## config.mk

```make
export PLATFORM = sky130hd
export DESIGN_NAME = atomic_cmd_issuer
export DESIGN_NICKNAME = d
export VERILOG_FILES = /design/src/rtl/atomic_cmd_issuer.sv
export SDC_FILE = /design/constraint.sdc
export NUM_CORES = 1
export LEC_CHECK = 0
export BUFFER_PORTS_ARGS = -buffer_cell sky130_fd_sc_hd__buf_2
export CORE_AREA = 2 2 151 153
export DETAILED_ROUTE_END_ITERATION = 10
export DIE_AREA = 0 0 153 155
export GPL_TIMING_DRIVEN = 0
export MAX_ROUTING_LAYER = met4
export PLACE_DENSITY = 0.37
export SYNTH_ARGS = -nofsm -noshare
export SYNTH_HDL_FRONTEND = slang
export SYNTH_SLANG_ARGS = --single-unit
```

## constraint.sdc

```tcl
create_clock -name clk -period 7.45 [get_ports clk]
set_clock_uncertainty 0.05 [all_clocks]
set_input_delay 2.235 -clock clk [delete_from_list [all_inputs] [get_ports clk]]
set_output_delay 2.235 -clock clk [all_outputs]
set_load 0.05 [all_outputs]
```

## src/rtl/atomic_cmd_issuer.sv

```systemverilog
module atomic_cmd_issuer #(
  parameter int AW         = 32,
  parameter int DW         = 32,
  parameter int LINE_WORDS = 8,
  parameter int PLEN_W     = 8
) (
  input  logic              clk,
  input  logic              rst_n,
  input  logic [7:0]        req_set,
  input  logic [AW-1:0]     d_addr,
  input  logic [AW-1:0]     i_addr,
  input  logic [AW-1:0]     wr_addr,
  input  logic [DW-1:0]     wr_data,
  input  logic [DW/8-1:0]   wr_be,
  input  logic              wb_hold,
  input  logic [AW-1:0]     wb_hold_addr,
  input  logic [DW-1:0]     sc_key,
  input  logic [DW-1:0]     sc_data,
  input  logic [DW-1:0]     cas_old,
  input  logic [DW-1:0]     cas_new,
  input  logic              cmd_ack,
  output logic              cmd_val,
  output logic [AW-1:0]     cmd_addr,
  output logic [DW-1:0]     cmd_wdata,
  output logic [DW/8-1:0]   cmd_be,
  output logic [2:0]        cmd_type,
  output logic [PLEN_W-1:0] cmd_plen,
  output logic [1:0]        cmd_code,
  output logic              cmd_eop
);

  localparam int BEW        = DW / 8;
  localparam int LINE_BYTES = LINE_WORDS * BEW;
  localparam int WOFF       = $clog2(BEW);
  localparam int LOFF       = $clog2(LINE_BYTES);

  localparam logic [1:0] C_NOP = 2'd0, C_READ = 2'd1, C_WRITE = 2'd2, C_LOCKED = 2'd3;
  localparam logic [2:0] T_DUNC = 3'd0, T_DMISS = 3'd1, T_IUNC = 3'd2, T_IMISS = 3'd3,
                         T_WR = 3'd4, T_CAS = 3'd5, T_LL = 3'd6, T_SC = 3'd7;

  typedef enum logic [3:0] {
    S_IDLE, S_DMISS, S_DUNC, S_IMISS, S_IUNC, S_WRITE, S_LL, S_SC, S_CAS
  } st_t;

  st_t        st;
  logic       second;
  logic [7:0] pend, elig, take;
  logic [2:0] sel;
  logic       sel_ok, ll_block, two_flit;

  logic unused_low;
  assign unused_low = ^{d_addr[WOFF-1:0], i_addr[WOFF-1:0], wr_addr[WOFF-1:0], wb_hold_addr[WOFF-1:0]};

  assign ll_block = wb_hold && (wb_hold_addr[AW-1:WOFF] == d_addr[AW-1:WOFF]);
  assign elig     = pend & ~{2'b00, ll_block, 5'b00000};
  assign two_flit = (st == S_SC) || (st == S_CAS);

  always_comb begin
    sel_ok = 1'b0;
    sel    = 3'd0;
    for (int k = 7; k >= 0; k--)
      if (elig[k]) begin
        sel_ok = 1'b1;
        sel    = 3'(k);
      end
  end

  assign take = (st == S_IDLE && sel_ok) ? (8'd1 << sel) : 8'd0;

  always_ff @(posedge clk) begin
    if (!rst_n) begin
      pend   <= '0;
      st     <= S_IDLE;
      second <= 1'b0;
    end else begin
      pend <= (pend & ~take) | req_set;
      if (st == S_IDLE) begin
        second <= 1'b0;
        if (sel_ok) st <= st_t'(4'(sel) + 4'd1);
      end else if (cmd_ack) begin
        if (two_flit && !second) second <= 1'b1;
        else begin
          st     <= S_IDLE;
          second <= 1'b0;
        end
      end
    end
  end

  logic [AW-1:0] d_word, d_line, i_word, i_line;
  assign d_word = {d_addr[AW-1:WOFF], {WOFF{1'b0}}};
  assign d_line = {d_addr[AW-1:LOFF], {LOFF{1'b0}}};
  assign i_word = {i_addr[AW-1:WOFF], {WOFF{1'b0}}};
  assign i_line = {i_addr[AW-1:LOFF], {LOFF{1'b0}}};

  assign cmd_val = (st != S_IDLE);
  assign cmd_eop = cmd_val && (!two_flit || second);

  always_comb begin
    cmd_addr  = d_word;
    cmd_wdata = '0;
    cmd_be    = '1;
    cmd_type  = T_DUNC;
    cmd_plen  = PLEN_W'(BEW);
    cmd_code  = C_READ;
    case (st)
      S_DMISS: begin cmd_addr = d_line; cmd_type = T_DMISS; cmd_plen = PLEN_W'(LINE_BYTES); end
      S_DUNC:  ;
      S_IMISS: begin cmd_addr = i_line; cmd_type = T_IMISS; cmd_plen = PLEN_W'(LINE_BYTES); end
      S_IUNC:  begin cmd_addr = i_word; cmd_type = T_IUNC; end
      S_WRITE: begin
        cmd_addr  = {wr_addr[AW-1:WOFF], {WOFF{1'b0}}};
        cmd_wdata = wr_data;
        cmd_be    = wr_be;
        cmd_type  = T_WR;
        cmd_code  = C_WRITE;
      end
      S_LL:  begin cmd_type = T_LL; cmd_plen = PLEN_W'(2 * BEW); cmd_code = C_LOCKED; end
      S_SC:  begin
        cmd_wdata = second ? sc_data : sc_key;
        cmd_type  = T_SC; cmd_plen = PLEN_W'(2 * BEW); cmd_code = C_NOP;
      end
      S_CAS: begin
        cmd_wdata = second ? cas_new : cas_old;
        cmd_type  = T_CAS; cmd_plen = PLEN_W'(2 * BEW); cmd_code = C_NOP;
      end
      default: begin cmd_be = '0; cmd_plen = '0; cmd_code = C_NOP; end
    endcase
  end

  AST_LL_NO_HAZARD: assert property (@(posedge clk) disable iff (!rst_n)
    (st == S_LL && $past(st) == S_IDLE) |-> !$past(ll_block));
  AST_FLIT_HELD: assert property (@(posedge clk) disable iff (!rst_n)
    (cmd_val && !cmd_ack) |=> (cmd_val && $stable(cmd_type) && $stable(cmd_eop) && $stable(cmd_code)));
  AST_SC_SECOND_FLIT: assert property (@(posedge clk) disable iff (!rst_n)
    (cmd_val && cmd_type == T_SC && !cmd_eop && cmd_ack) |=> (cmd_val && cmd_type == T_SC && cmd_eop));
  AST_ATOMIC_ALIGNED: assert property (@(posedge clk) disable iff (!rst_n)
    (cmd_val && (cmd_type == T_LL || cmd_type == T_SC || cmd_type == T_CAS)) |-> (cmd_addr[WOFF-1:0] == '0));
  AST_IDLE_AFTER_LAST: assert property (@(posedge clk) disable iff (!rst_n)
    (cmd_val && cmd_ack && cmd_eop) |=> !cmd_val);

endmodule

```

==> results.py, run 1 <==
metrics = {
    "timing": {
        "layout_worst_path_cycle_share": 0.730,
        "final_sum_of_negative_setup_slack_ns": 0,
        "final-max-slew-violation-count": 0,
        "finalHoldWorstSlack_ns": 0.508,
        "clock.fmax_mhz": 184,
        "period_needed_ns": 5.44,
        "unrepaired_setup_endpoints_after_global_routing": "false",
        "worst_pin_slew_ns": 0.960,
        "setup_violations": 0,
        "slew_headroom": 0.358,
        "timing_hold_violations_final": 0,
    },
    "grt": {
        "first_global_vias": 4814,
        "grt_first_pass_wirelength_mm": 28.3,
        "antenna_violations_before_repair": 3,
        "grt_start_max_net_pins": 11,
        "grtUsageTotal": 0.157,
        "grt.overflow.total": 0,
    },
    "route": {
        "drt-total-wl_mm": 19.3,
        "average_wire_per_cell_in_the_routed_design_um": 17.8,
        "detail_route.first_pass.iterations": 6,
        "drc": 0,
        "detail-route-antenna-nets": 0,
        "count_of_vias_placed_by_the_detailed_router": 4752,
        "vias_per_cell": 4.37,
        "initialDrtViolationCount": 185,
    },
    "logic_synthesis": {
        "yosysSeqAreaShare": 0.0877,
        "synth_enable_flop_cells": 0,
        "synthesis.instances": 419,
        "synth-simple-area-share": 0.184,
        "syn_area_per_cell_um2": 7.08,
        "post_synthesis_compound_gate_area_fraction": 0.316,
        "synth.ff_latch_count": 13,
        "postSynth.asyncResetShare": 0,
        "synth-adder-area-share": 0.0169,
        "yosys_warnings": 0,
        "synthFlopType": "sky130_fd_sc_hd__dfxtp_1",
        "multiplexer_share_of_the_synthesized_area": 0.223,
        "yosysUniqueCellTypes": 48,
        "yosys.area_share.xor_xnor": 0.0885,
        "synthesis.area_um2": 2970,
        "synth_top_family_by_area": "compound AO/OA/AOI/OAI gates",
    },
    "die": {
        "core_area_um2": 22200,
        "dieHeight_um": 155,
        "io-pin-count": 387,
        "starting_density_of_the_core": 0.134,
        "num_rows": 55,
        "die-width_um": 153,
        "design.die.area_um2": 23700,
    },
    "clock_tree": {
        "cts_hold_buf": 0,
        "ctsResizeCount": 0,
        "postCtsSetupRepairBufs": 0,
        "cts_num_sinks": 13,
        "cts_buffer_depth": 2,
        "cts_tree": "done",
        "cts-buffers-inserted": 3,
        "clock_root_buffer": "sky130_fd_sc_hd__clkbuf_16",
        "clock_latency_ns": 0.24,
        "htreeDepth": 1,
        "clkSlewWorstSetupHoldPaths_ns": 0.04,
    },
    "placement": {
        "placed_cell_count": 1081,
        "port-buffer-count": 371,
        "postPlaceCellArea_um2": 5200,
        "gpl.final_weighted_congestion": 0.805,
        "post-dp-hpwl_mm": 16.9,
    },
    "layout": {
        "fillCellCount": 2617,
        "areaGrowthSynthToFinish_pct": 78.2,
        "finalCoreUtilization": 0.238,
        "final_cell_count_no_fill": 1088,
        "design_area_um2": 5290,
        "nets": 1109,
        "drive_above_1_share": 0.496,
    },
    "power_and_ir_drop": {
        "power.sequential.fraction": 0.071,
        "power_frac_clock": 0.075,
        "combinationalPowerShare": 0.854,
        "leakagePower_nw": 2.55,
        "peakVddDrop_uv": 170,
        "power.density_nw_per_um2": 254,
        "intPower_mw": 0.450,
        "power_switching_share": 0.665,
        "power.net_switching_mw": 0.893,
    },
    "setup_path": {
        "worst_ep_arrival_time_ns": 3.16,
        "cp_top_family": "buffers and inverters",
        "timing.critical_path.from_type": "flip-flop",
        "crit_slowest_cell": "sky130_fd_sc_hd__nor2_1",
        "crit_required_ns": 5.16,
        "worstSetupEndpointType": "output port",
        "worstPathBufferInverterCount": 4,
        "critical_path_class": "reg -> out",
        "worst_path_largest_cell_delay_ns": 0.75,
        "crit_top_cell": "sky130_fd_sc_hd__buf_2",
        "critical_path_peak_fanout": 10,
        "crit_chain": "inv_1, buf_2, nand2_1, nor2_1, clkbuf_1, a22oi_1, o21ai_0, buf_2",
    },
    "job": {
        "drv_cap": 0,
    },
    "hold_path": {
        "hold_path.class": "reg -> reg",
    },
    "outcome": {
        "outcome": "finished, final reports clean",
    },
}
[stage by stage]
stage	setup WS [ns]	power (mW)
2_1_floorplan	1.76	0.902
3_5_place_dp	2.04	1.25
4_1_cts	1.91	1.36
5_1_grt	1.71	1.44
6_report	2.01	1.34
3_3_place_gp	2.06	1.26
[cells in the final DEF, fill, tap and decap left out, drive strengths merged]
cell type  count
clkbuf        25
nand4          7
conb           7
a31oi          2
mux2           1
o221ai        32
or3            3
xnor2         30
inv           15
and2           1
a22oi         27
nand3          2
nor4           4
a211oi         2
nor2b          7
or3b           1
o41ai          1
o21ai         39
nand2b         4
a222oi         3
o22ai          1
mux2i         65
and3           2
a21oi         14
diode          3
nor3           4
dfxtp         13
ha             4
buf          391
a2111oi        1
o31a           1
o31ai          1
a31o           1
nand2         69
a21boi         2
a21o           3
nor2          12
o21a           3
[per-layer routing]
metal | share of wire | vias up | track usage
li1 | - | 2324 | -
met1 | 0.41 | 2152 | 0.180
met2 | 0.52 | 262 | 0.297
met3 | 0.060 | 14 | 0.0198
met4 | 0.013 | 0 | 0.0247
met5 | 0 | - | -
[worst paths after layout]
path | start | end | slack, ns | depth (start not counted)
worst max-delay path | st[1] | cmd_addr[26] | 2.01 | 8
worst max register to register | st[0] | st[0] | 5.31 | 8
worst min-delay path | pend[7] | pend[7] | 0.51 | 2
worst min register to register | pend[7] | pend[7] | 0.51 | 2
[worst reg2reg max path, stage by stage, from the launching register on]
cell                      delay (ns)
sky130_fd_sc_hd__dfxtp_1        0.34
sky130_fd_sc_hd__buf_2          0.20
sky130_fd_sc_hd__nor3_1         0.31
sky130_fd_sc_hd__nand2_1        0.33
sky130_fd_sc_hd__and2_1         0.31
sky130_fd_sc_hd__o21ai_2        0.15
sky130_fd_sc_hd__inv_1          0.10
sky130_fd_sc_hd__o22ai_1        0.14
sky130_fd_sc_hd__a31o_1         0.16
[layout make-up]
cell class | count | area [um^2] | area share
multi-input cells | 356 | 2480 | 0.470
repair buffers | 371 | 1860 | 0.351
well taps | 285 | 357 | 0.0674
flip-flops and latches | 13 | 260 | 0.0492
plain buffers | 41 | 186 | 0.0352
clock buffers | 4 | 78.8 | 0.0149
inverters | 15 | 58.8 | 0.0111
diodes | 3 | 7.51 | 0.00142
[cells in the mapped netlist, types with 2 or more instances]
| cell type | number | share of area |
|---|---|---|
| sky130_fd_sc_hd__a31oi_1 | 2 | 0.0042 |
| sky130_fd_sc_hd__nor2_1 | 12 | 0.015 |
| sky130_fd_sc_hd__and3_1 | 2 | 0.0042 |
| sky130_fd_sc_hd__a222oi_1 | 3 | 0.010 |
| sky130_fd_sc_hd__buf_2 | 5 | 0.0084 |
| sky130_fd_sc_hd__a21oi_1 | 14 | 0.024 |
| sky130_fd_sc_hd__o21a_1 | 3 | 0.0076 |
| sky130_fd_sc_hd__nand3_1 | 2 | 0.0034 |
| sky130_fd_sc_hd__a22oi_1 | 27 | 0.068 |
| sky130_fd_sc_hd__nand4_1 | 7 | 0.015 |
| sky130_fd_sc_hd__clkbuf_1 | 21 | 0.027 |
| sky130_fd_sc_hd__xnor2_1 | 30 | 0.089 |
| sky130_fd_sc_hd__nand2b_1 | 4 | 0.0084 |
| sky130_fd_sc_hd__o21ai_0 | 38 | 0.064 |
| sky130_fd_sc_hd__ha_1 | 4 | 0.017 |
| sky130_fd_sc_hd__buf_4 | 7 | 0.018 |
| sky130_fd_sc_hd__mux2i_1 | 65 | 0.22 |
| sky130_fd_sc_hd__nor3_1 | 4 | 0.0067 |
| sky130_fd_sc_hd__dfxtp_1 | 13 | 0.088 |
| sky130_fd_sc_hd__nand2_1 | 69 | 0.087 |
| sky130_fd_sc_hd__o221ai_1 | 32 | 0.094 |
| sky130_fd_sc_hd__nor4_2 | 2 | 0.0084 |
| sky130_fd_sc_hd__or3_1 | 3 | 0.0063 |
| sky130_fd_sc_hd__nor2b_1 | 7 | 0.015 |
| sky130_fd_sc_hd__buf_1 | 8 | 0.010 |
| sky130_fd_sc_hd__inv_1 | 13 | 0.016 |
[cells by family after synthesis]
kind of cell,count (synthesis)
AO/OA/AOI/OAI,133
XOR/XNOR,30
adder cells (fa/ha/maj),4
buffers and inverters,56
flip-flops,13
multiplexers,66
other,1
AND/OR/NAND/NOR,116
[sequential cells by signal, summed over array words and instances (netlist names)]
name / cells
pend: 8
st: 4
second: 1
[power groups by stage]
stage	registers [mW]	logic (mW)	clock network, mW
6_report	0.0948	1.15	0.101
5_1_grt	0.0970	1.23	0.110
4_1_cts	0.0946	1.16	0.104
3_5_place_dp	0.0956	1.16	0
3_3_place_gp	0.0961	1.17	0
2_1_floorplan	0.0923	0.810	0
No activity file was read; power rests on OpenSTA's default activity.
==> inputs of run 2 (changes only) <==
Settings changed: CORE_AREA 2 2 151 153 to 2 2 150 152, DIE_AREA 0 0 153 155 to 0 0 152 154, PLACE_DENSITY 0.37 to 0.39.
Clock period 7.45 ns to 4.8 ns, I/O delays scaled along.
==> results.py, run 2 (same netlist as run 1, synthesis figures left out) <==
metrics = {
    "outcome": {
        "outcome": "finished, final reports clean",
    },
    "clock_tree": {
        "cts_hold_buf": 0,
        "clock_latency_ns": 0.24,
        "cts_tree": "done",
        "cts_num_sinks": 13,
        "postCtsSetupRepairBufs": 0,
        "htreeDepth": 1,
        "clock_root_buffer": "sky130_fd_sc_hd__clkbuf_16",
        "cts_buffer_depth": 2,
        "ctsResizeCount": 0,
        "clkSlewWorstSetupHoldPaths_ns": 0.05,
        "cts-buffers-inserted": 3,
    },
    "die": {
        "num_rows": 54,
        "core_area_um2": 21700,
        "die-width_um": 152,
        "design.die.area_um2": 23400,
        "dieHeight_um": 154,
        "io-pin-count": 387,
        "starting_density_of_the_core": 0.137,
    },
    "setup_path": {
        "timing.critical_path.from_type": "flip-flop",
        "critical_path_peak_fanout": 10,
        "worst_path_largest_cell_delay_ns": 0.53,
        "crit_top_cell": "sky130_fd_sc_hd__buf_2",
        "crit_required_ns": 3.31,
        "crit_chain": "inv_1, buf_2, nand2_1, nor2_2, clkbuf_1, a22oi_1, o21ai_0, buf_2",
        "critical_path_class": "reg -> out",
        "worstPathBufferInverterCount": 4,
        "worstSetupEndpointType": "output port",
        "crit_slowest_cell": "sky130_fd_sc_hd__clkbuf_1",
        "worst_ep_arrival_time_ns": 2.83,
        "cp_top_family": "buffers and inverters",
    },
    "route": {
        "detail_route.first_pass.iterations": 4,
        "average_wire_per_cell_in_the_routed_design_um": 17.9,
        "vias_per_cell": 4.33,
        "drc": 0,
        "initialDrtViolationCount": 193,
        "detail-route-antenna-nets": 0,
        "drt-total-wl_mm": 19.4,
        "count_of_vias_placed_by_the_detailed_router": 4694,
    },
    "timing": {
        "worst_pin_slew_ns": 0.907,
        "fin_ws_ns": 0.475,
        "setup_violations": 0,
        "layout_worst_path_cycle_share": 0.901,
        "final_sum_of_negative_setup_slack_ns": 0,
        "slew_headroom": 0.395,
        "clock.fmax_mhz": 231,
        "period_needed_ns": 4.32,
        "unrepaired_setup_endpoints_after_global_routing": "false",
        "final-max-slew-violation-count": 0,
        "timing_hold_violations_final": 0,
        "finalHoldWorstSlack_ns": 0.503,
    },
    "layout": {
        "finalCoreUtilization": 0.244,
        "largest_register": "pend",
        "top_regs": "pend: 8 flops, st: 4 flops, second: 1 flops",
        "design_area_um2": 5290,
        "layout.cells.most_common_list": "sky130_fd_sc_hd__buf_2, sky130_fd_sc_hd__nand2_1, sky130_fd_sc_hd__mux2i_1",
        "largest_reg_flops": 8,
        "areaGrowthSynthToFinish_pct": 78.1,
        "final_cell_count_no_fill": 1083,
        "layout.cells.most_common": "sky130_fd_sc_hd__buf_2",
        "nets": 1109,
        "drive_above_1_share": 0.498,
    },
    "hold_path": {
        "hold_path.class": "reg -> reg",
    },
    "placement": {
        "port-buffer-count": 371,
        "gpl.final_weighted_congestion": 0.852,
        "post-dp-hpwl_mm": 16.9,
        "postPlaceCellArea_um2": 5200,
        "placed_cell_count": 1076,
        "detailedPlace.worstSlack_ns": 0.383,
    },
    "grt": {
        "grt_start_max_net_pins": 11,
        "grt.overflow.total": 0,
        "grtUsageTotal": 0.161,
        "first_global_vias": 4844,
        "antenna_violations_before_repair": 3,
        "grt_first_pass_wirelength_mm": 28.7,
    },
    "job": {
        "drv_cap": 0,
    },
    "power_and_ir_drop": {
        "power.density_nw_per_um2": 394,
        "leakagePower_nw": 2.55,
        "peakVddDrop_uv": 211,
        "design_power_mw": 2.08,
    },
}
==> run 2: report_power, final <==
group	total, mW	internal, mW	switching [mW]	leakage (nW)
combinational	1.78	0.461	1.32	2.40
clock	0.158	0.112	0.0464	0.0382
sequential	0.147	0.125	0.0219	0.108
==> run 2: metal layers <==
metal | wire [um] | track usage
met5 | 0 | -
met4 | 252 | 0.0325
met3 | 1320 | 0.0237
met2 | 10000 | 0.296
met1 | 7830 | 0.186
==> run 2: tightest hold or removal path, delay by kind of cell, from the launching register on <==
family / cells / cell delay, ns
flip-flops: 1 / 0.33
AND/OR/NAND/NOR: 1 / 0.05
AO/OA/AOI/OAI: 1 / 0.13
==> run 2: worst paths after layout <==
kind	startpoint	slack, ns	to	cells after the start
hold / removal	pend[6]	0.50	pend[6]	2
setup / recovery	st[1]	0.48	cmd_addr[22]	8
setup reg to reg	st[0]	2.56	st[0]	8
hold reg to reg	pend[6]	0.50	pend[6]	2
==> run 2: area by class of cell <==
type / instances / area (um^2)
sequential: 13 / 260
antenna: 3 / 7.51
timing repair buffer: 371 / 1860
clock buffer: 4 / 78.8
fill: 2532 / 16400
inverter: 15 / 58.8
multi-input combinational: 356 / 2490
buffer: 41 / 186
tap: 280 / 350
==> inputs of run 3 (changes only) <==
Settings changed: BUFFER_PORTS_ARGS -buffer_cell sky130_fd_sc_hd__buf_2 to -buffer_cell sky130_fd_sc_hd__clkbuf_2, SKIP_CTS_REPAIR_TIMING set to 1.
==> results.py, run 3 (same netlist as run 1, synthesis figures left out) <==
metrics = {
    "outcome": {
        "outcome": "finished, final reports clean",
    },
    "layout": {
        "drive_above_1_share": 0.498,
        "largest_register": "pend",
        "nets": 1109,
        "layout.cells.most_common_list": "sky130_fd_sc_hd__clkbuf_2, sky130_fd_sc_hd__nand2_1, sky130_fd_sc_hd__mux2i_1",
        "top_regs": "pend: 8 flops, st: 4 flops, second: 1 flops",
        "antenna_cells": 0,
        "layout.cells.most_common": "sky130_fd_sc_hd__clkbuf_2",
        "final_cell_count_no_fill": 1080,
        "finalCoreUtilization": 0.243,
        "design_area_um2": 5280,
        "largest_reg_flops": 8,
        "areaGrowthSynthToFinish_pct": 77.9,
    },
    "timing": {
        "slew_headroom": 0.403,
        "worst_pin_slew_ns": 0.895,
        "period_needed_ns": 4.33,
        "final_sum_of_negative_setup_slack_ns": 0,
        "layout_worst_path_cycle_share": 0.902,
        "unrepaired_setup_endpoints_after_global_routing": "false",
        "fin_ws_ns": 0.469,
        "final-max-slew-violation-count": 0,
        "clock.fmax_mhz": 231,
        "timing_hold_violations_final": 0,
        "setup_violations": 0,
        "finalHoldWorstSlack_ns": 0.509,
    },
    "route": {
        "detail-route-antenna-nets": 0,
        "count_of_vias_placed_by_the_detailed_router": 4679,
        "vias_per_cell": 4.33,
        "detail_route.first_pass.iterations": 5,
        "initialDrtViolationCount": 174,
        "average_wire_per_cell_in_the_routed_design_um": 17.7,
        "drt-total-wl_mm": 19.2,
        "drc": 0,
    },
    "power_and_ir_drop": {
        "power.sequential.fraction": 0.071,
        "power.net_switching_mw": 1.39,
        "peakVddDrop_uv": 200,
        "power_frac_clock": 0.075,
        "design_power_mw": 2.08,
        "leakagePower_nw": 2.59,
        "power.density_nw_per_um2": 394,
        "power_switching_share": 0.668,
        "combinationalPowerShare": 0.854,
        "intPower_mw": 0.692,
    },
    "grt": {
        "grtUsageTotal": 0.159,
        "groute.layer.met3.usage": 0.0237,
        "first_global_vias": 4846,
        "antenna_violations_before_repair": 0,
        "gr-usage-met2": 0.293,
        "global_route.usage.met1": 0.185,
        "grt.overflow.total": 0,
        "grt_start_max_net_pins": 11,
        "grt_first_pass_wirelength_mm": 28.4,
        "gr-max-usage-layer": "met2",
    },
    "clock_tree": {
        "cts-buffers-inserted": 3,
        "cts_buffer_depth": 2,
        "htreeDepth": 1,
        "clock_latency_ns": 0.24,
        "cts_tree": "done",
        "clkSlewWorstSetupHoldPaths_ns": 0.04,
        "clock_root_buffer": "sky130_fd_sc_hd__clkbuf_16",
        "cts_num_sinks": 13,
    },
    "placement": {
        "post-dp-hpwl_mm": 16.9,
        "port-buffer-count": 371,
        "postPlaceCellArea_um2": 5200,
        "placed_cell_count": 1076,
        "detailedPlace.worstSlack_ns": 0.321,
        "gpl.final_weighted_congestion": 0.858,
    },
    "die": {
        "core_area_um2": 21700,
        "design.die.area_um2": 23400,
        "io-pin-count": 387,
        "die-width_um": 152,
        "starting_density_of_the_core": 0.137,
        "dieHeight_um": 154,
        "num_rows": 54,
    },
    "setup_path": {
        "timing.critical_path.from_type": "flip-flop",
        "critical_path_class": "reg -> out",
        "worst_ep_arrival_time_ns": 2.84,
        "critical_path_peak_fanout": 10,
        "worstSetupEndpointType": "output port",
        "crit_required_ns": 3.31,
    },
    "job": {
        "drv_cap": 0,
    },
    "hold_path": {
        "hold_path.class": "reg -> reg",
    },
}
## run 3: changes by cell type in the layout (fill, tap and decap cells not counted), sizes merged
cell,change
diode,-3
buf,-371
clkbuf,+371
## run 3: area by class of cell
cell class | count | area [um^2]
buffer | 41 | 186
clock buffer | 4 | 78.8
fill | 2531 | 16400
inverter | 15 | 58.8
multi-input combinational | 356 | 2490
sequential | 13 | 260
tap | 280 | 350
timing repair buffer | 371 | 1860
## run 3: critical path: stages (launching register included)
cell	delay [ns]
sky130_fd_sc_hd__dfxtp_1	0.39
sky130_fd_sc_hd__inv_1	0.11
sky130_fd_sc_hd__buf_2	0.23
sky130_fd_sc_hd__nand2_1	0.11
sky130_fd_sc_hd__nor2_2	0.52
sky130_fd_sc_hd__clkbuf_1	0.48
sky130_fd_sc_hd__a22oi_1	0.12
sky130_fd_sc_hd__o21ai_0	0.29
sky130_fd_sc_hd__clkbuf_2	0.34
## run 3: worst paths after layout
| check | start | to | slack (ns) | depth (start not counted) |
|---|---|---|---|---|
| max | st[1] | cmd_addr[11] | 0.47 | 8 |
| min | pend[6] | pend[6] | 0.51 | 2 |
| max reg2reg | st[0] | st[0] | 2.61 | 8 |
| min reg2reg | pend[6] | pend[6] | 0.51 | 2 |
## run 3: power groups by stage
stage	logic (mW)	registers, mW	clock network [mW]
6_report	1.78	0.147	0.157
5_1_grt	1.91	0.149	0.167
3_5_place_dp	1.80	0.149	0
2_1_floorplan	1.26	0.143	0
4_1_cts	1.80	0.148	0.161
3_3_place_gp	1.81	0.149	0
## run 3: metal layers
| metal | part of all wire | vias up |
|---|---|---|
| met5 | 0 | - |
| met4 | 0.015 | 0 |
| met3 | 0.067 | 14 |
| met2 | 0.51 | 265 |
| met1 | 0.41 | 2086 |
| li1 | - | 2314 |
